File: config.mk
export PLATFORM = sky130hd
export DESIGN_NAME = sgl2dbl_conv
export DESIGN_NICKNAME = d
export VERILOG_FILES = /design/src/rtl/sgl2dbl_pkg.sv /design/src/rtl/sgl2dbl_classify.sv /design/src/rtl/sgl2dbl_ctrl.sv /design/src/rtl/sgl2dbl_dpath.sv /design/src/rtl/sgl2dbl_conv.sv
export SDC_FILE = /design/constraint.sdc
export NUM_CORES = 1
export LEC_CHECK = 0
export ABC_AREA = 1
export BUFFER_PORTS_ARGS = -buffer_cell sky130_fd_sc_hd__buf_2
export CAP_MARGIN = 30
export CELL_PAD_IN_SITES_DETAIL_PLACEMENT = 1
export CELL_PAD_IN_SITES_GLOBAL_PLACEMENT = 2
export CORE_MARGIN = 1.5
export CORE_UTILIZATION = 29
export DETAILED_ROUTE_END_ITERATION = 6
export HOLD_SLACK_MARGIN = 0.08
export PLACE_DENSITY_LB_ADDON = 0.12
export SKIP_CTS_REPAIR_TIMING = 1
export SLEW_MARGIN = 20
export SYNTH_ARGS = -nofsm -noshare
export SYNTH_HDL_FRONTEND = slang
export SYNTH_SLANG_ARGS = --single-unit
File: constraint.sdc
create_clock -name clk -period 1.9 [get_ports clk]
set_input_delay 0 -clock clk [delete_from_list [all_inputs] [get_ports clk]]
set_output_delay 0 -clock clk [all_outputs]
set_load 0.01 [all_outputs]
File: src/rtl/sgl2dbl_pkg.sv
package sgl2dbl_pkg;
  localparam int SGL_W      = 32;
  localparam int SGL_EXP_W  = 8;
  localparam int SGL_FRAC_W = SGL_W - SGL_EXP_W - 1;
  localparam int DBL_W      = 64;
  localparam int DBL_EXP_W  = 11;
  localparam int DBL_FRAC_W = DBL_W - DBL_EXP_W - 1;
  localparam int FILL_W     = DBL_EXP_W - SGL_EXP_W;
  localparam int PAD_W      = DBL_FRAC_W - SGL_FRAC_W;
  localparam int WEXP_W     = DBL_EXP_W + 1;
  localparam int SGL_BIAS   = (1 << (SGL_EXP_W - 1)) - 1;
  localparam int DBL_BIAS   = (1 << (DBL_EXP_W - 1)) - 1;
  localparam int MAX_SHIFT  = SGL_FRAC_W;
  localparam int CNT_W      = $clog2(MAX_SHIFT + 1);

  typedef struct packed {
    logic takeDirect;
    logic takeSub;
    logic shift;
    logic finish;
  } ctrlStrb_t;
endpackage

File: src/rtl/sgl2dbl_classify.sv
module sgl2dbl_classify
  import sgl2dbl_pkg::*;
(
  input  logic [SGL_W-1:0] word,
  output logic             isSub,
  output logic [DBL_W-1:0] directImg
);
  logic [SGL_EXP_W-1:0]  expField;
  logic [SGL_FRAC_W-1:0] frac;
  logic                  isSpecial;
  logic                  topExp;
  logic [FILL_W-1:0]     fill;

  always_comb begin
    expField  = word[SGL_W-2 -: SGL_EXP_W];
    frac      = word[SGL_FRAC_W-1:0];
    topExp    = word[SGL_W-2];
    isSpecial = (expField == '1) || (word[SGL_W-2:0] == '0);
    isSub     = (expField == '0) && (frac != '0);
    fill      = isSpecial ? {FILL_W{topExp}} : {FILL_W{~topExp}};
    directImg = {word[SGL_W-1 -: 2], fill, word[SGL_W-3:0], {PAD_W{1'b0}}};
  end
endmodule

File: src/rtl/sgl2dbl_ctrl.sv
module sgl2dbl_ctrl
  import sgl2dbl_pkg::*;
(
  input  logic      clk,
  input  logic      rst,
  input  logic      inValid,
  input  logic      isSub,
  input  logic      leadOne,
  output logic      inReady,
  output ctrlStrb_t strb
);
  typedef enum logic {IDLE, NORMALIZE} state_t;
  state_t           state;
  logic             accept;
  logic [CNT_W-1:0] stepCnt;

  always_comb begin
    inReady         = (state == IDLE);
    accept          = inValid && inReady;
    strb.takeDirect = accept && !isSub;
    strb.takeSub    = accept && isSub;
    strb.shift      = (state == NORMALIZE);
    strb.finish     = strb.shift && leadOne;
  end

  always_ff @(posedge clk) begin
    if (rst) begin
      state   <= IDLE;
      stepCnt <= '0;
    end else begin
      if (strb.takeSub) state <= NORMALIZE;
      else if (strb.finish) state <= IDLE;
      if (strb.shift) stepCnt <= stepCnt + CNT_W'(1);
      else stepCnt <= '0;
    end
  end


  shift_bound_chk: assert property (@(posedge clk) disable iff (rst)
    strb.shift |-> (stepCnt < CNT_W'(MAX_SHIFT)));


  busy_no_ready_chk: assert property (@(posedge clk) disable iff (rst)
    strb.takeSub |=> !inReady);
endmodule

File: src/rtl/sgl2dbl_dpath.sv
module sgl2dbl_dpath
  import sgl2dbl_pkg::*;
(
  input  logic                  clk,
  input  logic                  rst,
  input  ctrlStrb_t             strb,
  input  logic                  inSign,
  input  logic [SGL_FRAC_W-1:0] inFrac,
  input  logic [DBL_W-1:0]      directImg,
  output logic                  leadOne,
  output logic                  outValid,
  output logic                  outDone,
  output logic [DBL_W-1:0]      outWord
);
  logic [DBL_FRAC_W-1:0] work;
  logic [DBL_FRAC_W-1:0] workNext;
  logic [WEXP_W-1:0]     wexp;
  logic [WEXP_W-1:0]     expNext;
  logic [WEXP_W-1:0]     biasedWide;
  logic [DBL_EXP_W-1:0]  biased;
  logic                  sgn;

  always_comb begin
    leadOne    = work[DBL_FRAC_W-1];
    workNext   = {work[DBL_FRAC_W-2:0], 1'b0};
    expNext    = wexp - WEXP_W'(1);
    biasedWide = expNext + WEXP_W'(DBL_BIAS);
    biased     = biasedWide[DBL_EXP_W-1:0];
  end

  always_ff @(posedge clk) begin
    if (rst) begin
      outValid <= 1'b0;
      outDone  <= 1'b0;
      outWord  <= '0;
      work     <= '0;
      wexp     <= '0;
      sgn      <= 1'b0;
    end else begin
      outDone <= 1'b0;
      if (strb.takeDirect) begin
        outWord  <= directImg;
        outValid <= 1'b1;
        outDone  <= 1'b1;
      end
      if (strb.takeSub) begin
        work     <= {inFrac, {PAD_W{1'b0}}};
        wexp     <= WEXP_W'(1 - SGL_BIAS);
        sgn      <= inSign;
        outValid <= 1'b0;
      end
      if (strb.shift) begin
        work <= workNext;
        wexp <= expNext;
      end
      if (strb.finish) begin
        outWord  <= {sgn, biased, workNext};
        outValid <= 1'b1;
        outDone  <= 1'b1;
      end
    end
  end


  direct_result_chk: assert property (@(posedge clk) disable iff (rst)
    strb.takeDirect |=> (outDone && outValid && outWord == $past(directImg)));


  sub_drops_valid_chk: assert property (@(posedge clk) disable iff (rst)
    strb.takeSub |=> !outValid);


  sub_exp_range_chk: assert property (@(posedge clk) disable iff (rst)
    strb.finish |=> (outWord[DBL_W-2 -: DBL_EXP_W] <= DBL_EXP_W'(DBL_BIAS - SGL_BIAS)));


  done_with_valid_chk: assert property (@(posedge clk) disable iff (rst)
    outDone |-> outValid);
endmodule

File: src/rtl/sgl2dbl_conv.sv
module sgl2dbl_conv
  import sgl2dbl_pkg::*;
(
  input  logic             clk,
  input  logic             rst,
  input  logic             inValid,
  input  logic [SGL_W-1:0] inWord,
  output logic             inReady,
  output logic             outValid,
  output logic [DBL_W-1:0] outWord,
  output logic             outDone
);
  logic             isSub;
  logic             leadOne;
  logic [DBL_W-1:0] directImg;
  ctrlStrb_t        strb;

  sgl2dbl_classify i_classify (
    .word      (inWord),
    .isSub     (isSub),
    .directImg (directImg)
  );

  sgl2dbl_ctrl i_ctrl (
    .clk     (clk),
    .rst     (rst),
    .inValid (inValid),
    .isSub   (isSub),
    .leadOne (leadOne),
    .inReady (inReady),
    .strb    (strb)
  );

  sgl2dbl_dpath i_dpath (
    .clk       (clk),
    .rst       (rst),
    .strb      (strb),
    .inSign    (inWord[SGL_W-1]),
    .inFrac    (inWord[SGL_FRAC_W-1:0]),
    .directImg (directImg),
    .leadOne   (leadOne),
    .outValid  (outValid),
    .outDone   (outDone),
    .outWord   (outWord)
  );


  hold_result_chk: assert property (@(posedge clk) disable iff (rst)
    (outValid && !(inValid && inReady)) |=> (outValid && $stable(outWord)));
endmodule

* Yosys cells after proc, flatten, opt, wreduce, memory -nomap -nowiden
Index checks and enable logic that the tools add are counted.
** Storage, ports and cells
- Logic and storage cells :: 40
- Register bits :: 130
- Output and inout port bits :: 67
** Cells by class
- Mux-type cells :: 14
- Bitwise gates (word level) :: 2
- Reduce and logical (&&, ||, !) cells :: 14
- Add/subtract/negate cells :: 2
- Equal/unequal tests :: 1
** Operator list (number)
- 64-bit two-way mux :: 2
- 52-bit two-way mux :: 2
- 31-bit logical NOT :: 1
- 12-bit two-way mux :: 2
- 23-bit nonzero test :: 1
- 12-bit by 1-bit subtractor with 12-bit output, second input constant :: 1
- 11-bit by 10-bit adder with 11-bit output, second input constant :: 1
- 8-bit == test, second input constant :: 1
- 8-bit logical NOT :: 1
- 1-bit two-way mux :: 7
- 2-bit nonzero test :: 3
- 1-bit logical AND :: 5
- 3-bit two-way mux :: 1
- 3-bit nonzero test :: 1
- 1-bit inverter :: 2
- 1-bit logical NOT :: 1
- 1-bit logical OR :: 1

* Longest topological paths before layout
Gate-level depths: netlist of run 1.
- Depth in word-level cells :: 7
- Mapped depth :: 13
- Mapped depth without buffers :: 13

* By module
A second synthesis of run 1 with hierarchy kept.
** Second synthesis, totals
- Cells, all modules :: 775
- Area, all modules :: 5361.4 sq um
** Modules (own cells, without submodules)
- sgl2dbl_dpath :: instances 1, area each 4635.7 sq um, cells each 656
- sgl2dbl_classify :: instances 1, area each 649.4 sq um, cells each 107
- sgl2dbl_ctrl :: instances 1, area each 76.3 sq um, cells each 12

* Least setup slack after synthesis of run 1
Ideal clock, no wire load.
- Path type :: register to register
- Start :: register i_dpath.wexp[0]
- End :: register i_dpath.outWord[61]
- Period minus slack after synthesis :: 1.671 ns
- Slack :: 0.229 ns
- Path buffers :: 0
- Arrival :: 1.605 ns
- Data required time :: 1.834 ns
- Cell stages (with the launch flop) :: 11
- Cell sequence :: dfxtp_1 > inv_1 > ha_1 > xor2_1 > nor2_1 > nand3_2 > nor2_2 > nand2_1 > nand2_1 > nand3_1 > a21oi_2
** Between the ends
- Word-level cells in the longest chain between the ends :: 3
** RTL lines
- from (decl) :: line sgl2dbl_dpath.sv:17 : logic [WEXP_W-1:0] wexp;
- from (signal assigned) :: line sgl2dbl_dpath.sv:48 : wexp <= WEXP_W'(1 - SGL_BIAS);
- from (signal assigned) :: line sgl2dbl_dpath.sv:54 : wexp <= expNext;
- 12-bit by 1-bit subtractor with 12-bit output :: line sgl2dbl_dpath.sv:26 : expNext = wexp - WEXP_W'(1);
- 11-bit by 10-bit adder with 11-bit output :: line sgl2dbl_dpath.sv:27 : biasedWide = expNext + WEXP_W'(DBL_BIAS);
- 64-bit two-way mux :: line sgl2dbl_dpath.sv:56 : if (strb.finish) begin
- to (signal assigned) :: line sgl2dbl_dpath.sv:42 : outWord <= directImg;
- to (signal assigned) :: line sgl2dbl_dpath.sv:57 : outWord <= {sgn, biased, workNext};
- to (decl) :: line sgl2dbl_dpath.sv:13 : output logic [DBL_W-1:0] outWord
No other way between the ends.
A chain may end at the register's enable or synchronous reset.

* Worst setup path after layout of run 1
- Start :: register i_dpath.wexp[1]
- End :: register i_dpath.outWord[61]
Same word-level chain as after synthesis.

==> impl_metrics.csv, run 1 <==
group,metric,value,unit
clocking,cts.htree.levels,3,
routing,first_pass_iters,4,
worst_setup_path,required,2.18,ns
clocking,cts_made_buffers,9,
power,p_per_area,729,nW/µm²
worst_setup_path,cpMaxStageDelayCell,"dfxtp_1",
worst_setup_path,cp_max_fo,4,
routing,vias,4008,
sta,setup_viol,0,
final_layout,nets,721,
power,combPwrFrac,0.120,
clocking,clock_path_buffers,2,
floorplan,die_w,122,µm
final_layout,syn2layout_area_growth,26.4,%
worst_setup_path,cp_cell_sequence,"inv_2 > ha_1 > nand2_2 > nand2_2 > nand2_2 > nand2_4 > inv_2 > nand3_2 > nor2_4 > nand2_1 > nand2_1 > nand3_1 > a21oi_2",
power,power.internal,2830,µW
clocking,cts_tree,"done",
routing,post_drt_wl_per_cell,14.7,µm
worst_setup_path,critPathLaunch,"i_dpath.wexp[1]",
place,routabilityCongestion,0.838,
synth,synthArstFlopShare,0,
final_layout,finish.instance_area,5190,µm²
global_routing,grt_pass1_wl,19600,µm
synth,yosysWarnings,0,
routing,wl,12700,µm
clocking,path_clk_slew,0.06,ns
clocking,cts_sinks,73,
clocking,clock_latency,0.34,ns
floorplan,core_area,13800,µm²
worst_setup_path,cpMostUsedCell,"nand2_2",
synth,seq_area_frac_synth,0.356,
power,vdd_drop_max,348,µV
worst_setup_path,path_class,"reg -> reg",
synth,synth.avg_cell_area,7.05,µm²
sta,fin_skew,0.00508,ns
synth,synth-edff-count,0,
sta,finalHoldViolations,0,
worst_setup_path,cp.arrival,2.03,ns
routing,ant_nets,0,
sta,clock.fmax,0.571,GHz
run,max_cap_violations,0,
sta,slew_violations,0,
power,switchingPower,957,µW
routing,drc,0,
synth,yosys.cell_types.count,34,
floorplan,io_pins,102,
global_routing,grt_start_max_net_pins,53,
global_routing,grt_overflow,0,
synth,ys_seq_elements,73,
global_routing,antenna_found_initial,0,
power,p_leak,0.00241,µW
worst_setup_path,r2r-start,"i_dpath.wexp[1]",
worst_setup_path,crit_path_max_incr_delay,0.34,ns
worst_setup_path,cp-start-kind,"register",
floorplan,initial_core_util,0.297,
place,place_hpwl,8850,µm
worst_setup_path,path_delay_family,"simple AND/OR/NAND/NOR gates",
hold_path,hold_start,"inWord[29]",
worst_setup_path,crit_buf_inv,2,
place,dp_slack,0.0522,ns
sta,rsz0062_at_grt,"true",
global_routing,grt_use_total,0.172,
routing,drt_iter0_drc,178,
sta,post-route-min-period,1.75,ns
synth,synth.cell_area,4100,µm²
floorplan,dieArea,14900,µm²
place,dpl_cell_area,4530,µm²
sta,worst_slack,0.149,ns
worst_setup_path,worst_setup_path_end_kind,"register",
power,p_clk_frac,0.452,
power,switching_share,0.253,
synth,synthFlopType,"dfxtp_1",
final_layout,diodes,0,
sta,fin_crit_sh,0.922,
place,portBuffers,72,
routing,viasPerCell,4.62,
clocking,cts_root_buffer,"clkbuf_16",
floorplan,num_rows,43,
hold_path,hold_class,"in -> reg",
run_status,status,"complete, no violations",
final_layout,drive_gt1_frac,0.236,
synth,netlist_instances,582,
power,seqPwrFrac,0.428,
global_routing,grt_pass1_vias,3895,
floorplan,die_h,122,µm
-- registers in the layout (all words and copies together), names as in the netlist --
signal and count:
i_ctrl.state 1, i_dpath.outDone 1, i_dpath.outValid 1, i_dpath.outWord 35
i_dpath.sgn 1, i_dpath.wexp 11, i_dpath.work 23
-- power by group through the flow --
stage | clock network (µW) | logic (µW) | registers (µW)
floorplan | 0 | 267 | 1670
CTS | 1770 | 406 | 1620
finish | 1710 | 454 | 1620
global route | 1840 | 509 | 1620
detailed placement | 0 | 404 | 1650
global placement | 0 | 400 | 1650
-- cells in the final DEF, fill, tap and decap left out, drive strengths merged, types with 5 or more instances in the layout --
cell / Yosys / routed
a21oi: 27 / 27
buf: 44 / 84
dfxtp: 73 / 73
nand3: 34 / 34
dlygate4sd3: 0 / 33
o211ai: 6 / 6
nor2: 111 / 111
nor3: 21 / 21
conb: 1 / 29
o21ai: 72 / 72
o211a: 6 / 6
clkbuf: 12 / 13
nand4: 5 / 5
inv: 52 / 52
nand2: 108 / 108
-- final cells by class --
cell class | count | area, µm²
well taps | 180 | 225
fillers | 1741 | 8640
clock buffers | 13 | 250
flip-flops and latches | 73 | 1460
clock inverters | 3 | 40.0
repair buffers | 117 | 806
multi-input cells | 429 | 2200
inverters | 52 | 205
-- final timing paths --
path | end | slack (ns) | cells past startpoint
setup / recovery | i_dpath.outWord[61] | 0.15 | 13
hold / removal | i_dpath.outWord[58] | 0.05 | 3
setup reg to reg | i_dpath.outWord[61] | 0.15 | 13
hold reg to reg | i_dpath.sgn | 0.46 | 2
-- cell families (layout without fill, tap and decap cells) --
kind of cell / count (synthesis) / after routing / synth area share
XOR/XNOR: 4 / 4 / 0.00854
AO/OA/AOI/OAI: 112 / 112 / 0.151
AND/OR/NAND/NOR: 280 / 280 / 0.330
other: 1 / 29 / 0.000914
adder cells (fa/ha/maj): 4 / 4 / 0.0122
buffers and inverters: 108 / 185 / 0.141
flip-flops: 73 / 73 / 0.356
-- cell usage after synthesis (4+ instances only) --
cell type | instances | share of area
nor2_2 | 6 | 0.0091
clkbuf_1 | 12 | 0.011
inv_1 | 45 | 0.041
inv_2 | 4 | 0.0037
buf_2 | 6 | 0.0073
nor3_2 | 21 | 0.051
xor2_1 | 4 | 0.0085
nor2_1 | 102 | 0.093
nand3_1 | 30 | 0.037
nand4_1 | 5 | 0.0076
o21ai_0 | 68 | 0.083
buf_6 | 4 | 0.011
dfxtp_1 | 73 | 0.36
nand2_2 | 8 | 0.012
nand2_4 | 4 | 0.011
ha_1 | 4 | 0.012
o211ai_1 | 6 | 0.011
nand2_1 | 96 | 0.088
o211a_1 | 6 | 0.015
buf_4 | 31 | 0.057
a21oi_1 | 25 | 0.030
-- tightest hold or removal path, stage by stage --
cell,delay (ns)
buf_2,0.11
o21ai_0,0.10
nor3_2,0.14
-- metrics by stage --
stage / std cells / hold WS (ns) / setup TNS, ns / total power [µW] / util
final: 867 / 0.0492 / 0 / 3780 / 0.375
after global routing: 867 / 0.0806 / -0.0655 / 3970 / 0.375
after CTS: 834 / -0.0547 / 0 / 3800 / 0.349
after detailed placement: 818 / 0.305 / 0 / 2060 / 0.328
after global placement: 818 / 0.297 / 0 / 2050 / 0.328
after floorplan: 610 / 0.147 / 0 / 1940 / -
-- metal layers --
metal / GRT usage / vias up / share of wire / routed length, µm
met3: 0.0286 / 15 / 0.028 / 351
met1: 0.207 / 1907 / 0.45 / 5700
met2: 0.305 / 60 / 0.51 / 6490
met4: 0.0669 / 0 / 0.016 / 199
met5: 0 / - / 0 / 0
li1: - / 2026 / - / -
Power figures use the tool's default switching activity.
==> run 2: changes to the inputs <==
--- a/config.mk
+++ b/config.mk
@@ -13,8 +13,9 @@
 export CORE_MARGIN = 1.5
 export CORE_UTILIZATION = 29
 export DETAILED_ROUTE_END_ITERATION = 6
+export GPL_ROUTABILITY_DRIVEN = 1
 export HOLD_SLACK_MARGIN = 0.08
-export PLACE_DENSITY_LB_ADDON = 0.12
+export PLACE_DENSITY_LB_ADDON = 0.1
 export SKIP_CTS_REPAIR_TIMING = 1
 export SLEW_MARGIN = 20
 export SYNTH_ARGS = -nofsm -noshare
==> run 2 against run 1 <==
Net effect: non-clock buffer count increased by 3; count of clock-buffer cells in the layout unchanged; die area unchanged; flip-flop and latch count unchanged; largest cell class unchanged; largest power group unchanged; highest routed layer unchanged.
==> impl_metrics.csv, run 2 (synthesis results as in run 1) <==
group,metric,value,unit
clocking,cts_sinks,73,
global_routing,grt_pass1_vias,3976,
clocking,cts.htree.levels,3,
power,p_clk_frac,0.481,
final_layout,reg_top3,"i_dpath.outWord x35, i_dpath.work x23, i_dpath.wexp x11",
final_layout,largest_reg_flops,35,
global_routing,grt_use_total,0.172,
final_layout,layout_commonest_cell,"nor2_1",
floorplan,io_pins,102,
hold_path,hold_class,"in -> reg",
final_layout,layout_common_cells,"99 x nor2_1, 94 x nand2_1, 73 x dfxtp_1",
sta,clock.fmax,0.577,GHz
routing,wl,12700,µm
sta,worst_slack,0.166,ns
final_layout,regMostFlops,"i_dpath.outWord",
worst_setup_path,cp.arrival,2.01,ns
place,dpl.cell_count,821,
final_layout,diodes,0,
sta,rsz0062_at_grt,"true",
worst_setup_path,r2r_end,"i_dpath.outWord[60]",
floorplan,die_w,122,µm
clocking,clock_path_buffers,2,
global_routing,grt_start_max_net_pins,53,
final_layout,utilization,0.379,
sta,fin_crit_sh,0.913,
worst_setup_path,reg2reg_slack,0.17,ns
power,p_per_area,761,nW/µm²
power,power.internal,3030,µW
hold_path,hold_depth,4,
floorplan,core_area,13800,µm²
floorplan,num_rows,43,
floorplan,initial_core_util,0.297,
worst_setup_path,reg2regPathDepth,13,
global_routing,antenna_found_initial,0,
place,routabilityCongestion,0.856,
power,seqPwrFrac,0.405,
final_layout,instances_no_fill,869,
sta,slew_violations,0,
routing,drt_iter0_drc,151,
routing,post_drt_wl_per_cell,14.7,µm
power,p_leak,0.00244,µW
routing,vias,3988,
power,vdd_drop_max,338,µV
worst_setup_path,cp_max_fo,4,
global_routing,grt_overflow,0,
hold_path,hold_start,"inWord[16]",
sta,post-route-min-period,1.73,ns
worst_setup_path,path_class,"reg -> reg",
sta,fin_skew,0.00531,ns
worst_setup_path,r2r-start,"i_dpath.wexp[1]",
clocking,path_clk_slew,0.06,ns
routing,first_pass_iters,4,
final_layout,syn2layout_area_growth,27.8,%
power,switchingPower,964,µW
worst_setup_path,worst_setup_path_end_kind,"register",
sta,setup_viol,0,
worst_setup_path,cp-start-kind,"register",
routing,viasPerCell,4.59,
run_status,status,"complete, no violations",
final_layout,nets,724,
power,combPwrFrac,0.114,
worst_setup_path,required,2.17,ns
place,place_hpwl,9130,µm
routing,ant_nets,0,
global_routing,grt_pass1_wl,19800,µm
final_layout,drive_gt1_frac,0.241,
sta,finalHoldViolations,0,
power,switching_share,0.241,
clocking,cts_made_buffers,9,
clocking,clock_latency,0.34,ns
hold_path,hold_path_end,"i_dpath.work[45]",
place,portBuffers,72,
sta,setup_tns,0,ns
run,max_cap_violations,0,
floorplan,die_h,122,µm
floorplan,dieArea,14900,µm²
clocking,cts_root_buffer,"clkbuf_16",
clocking,cts_tree,"done",
routing,drc,0,
place,dp_slack,0.0801,ns
-- run 2: cell types whose count changed in the layout (fill, tap and decap cells not counted), sizes merged --
cell	before	now
buf	84	87
bufinv	1	2
clkinv	2	0
-- run 2: how the worst max path moves through the flow --
stage	from	to	depth (start not counted)	slack, ns
after floorplan	i_dpath.wexp[0]	i_dpath.outWord[61]	10	0.23
after global placement	i_dpath.wexp[0]	i_dpath.outWord[59]	8	0.12
after detailed placement	i_dpath.wexp[0]	i_dpath.outWord[61]	10	0.08
after CTS	i_dpath.wexp[0]	i_dpath.outWord[61]	10	0.06
after global routing	i_dpath.wexp[1]	i_dpath.wexp[9]	13	0.0005
final	i_dpath.wexp[1]	i_dpath.outWord[60]	13	0.17
-- run 2: layer usage --
layer	routed length, µm	track usage	vias up
met1	5760	0.211	1890
met3	410	0.0309	15
met2	6340	0.297	60
li1	-	-	2023
met4	231	0.0728	0
met5	0	0	-
-- run 2: critical path, stage by stage (launching register included) --
cell and delay, ns:
dfxtp_1 0.34, inv_2 0.07, ha_1 0.20, nand2_2 0.11, nand2_2 0.09, nand2_1 0.11
nand2_4 0.08, nor2_4 0.09, nand2_2 0.08, nor2_4 0.13, nand2_1 0.07, nand2_1 0.07
nand3_1 0.07, a21oi_1 0.14
-- run 2: metrics by stage --
| stage | hold WS, ns | power, µW | area [µm²] |
|---|---|---|---|
| 2_1_floorplan | 0.147 | 1940 | 4210 |
| 3_3_place_gp | 0.300 | 2050 | 4560 |
| 3_5_place_dp | 0.311 | 2060 | 4560 |
| 4_1_cts | -0.0460 | 4010 | 4890 |
| 5_1_grt | 0.0848 | 4160 | 5250 |
| 6_report | 0.0527 | 3990 | 5250 |
-- run 2: area by class of cell --
cell class | instances | area [µm²]
well taps | 180 | 225
flip-flops and latches | 73 | 1460
inverters | 52 | 205
fillers | 1764 | 8580
multi-input cells | 429 | 2190
clock inverters | 2 | 60.1
repair buffers | 120 | 828
clock buffers | 13 | 270
-- run 2: power groups by stage --
stage          logic, µW  registers (µW)  clock network [µW]
2_1_floorplan        267            1670                   0
3_3_place_gp         401            1650                   0
3_5_place_dp         404            1650                   0
4_1_cts              405            1620                1990
5_1_grt              511            1620                2030
6_report             454            1620                1920
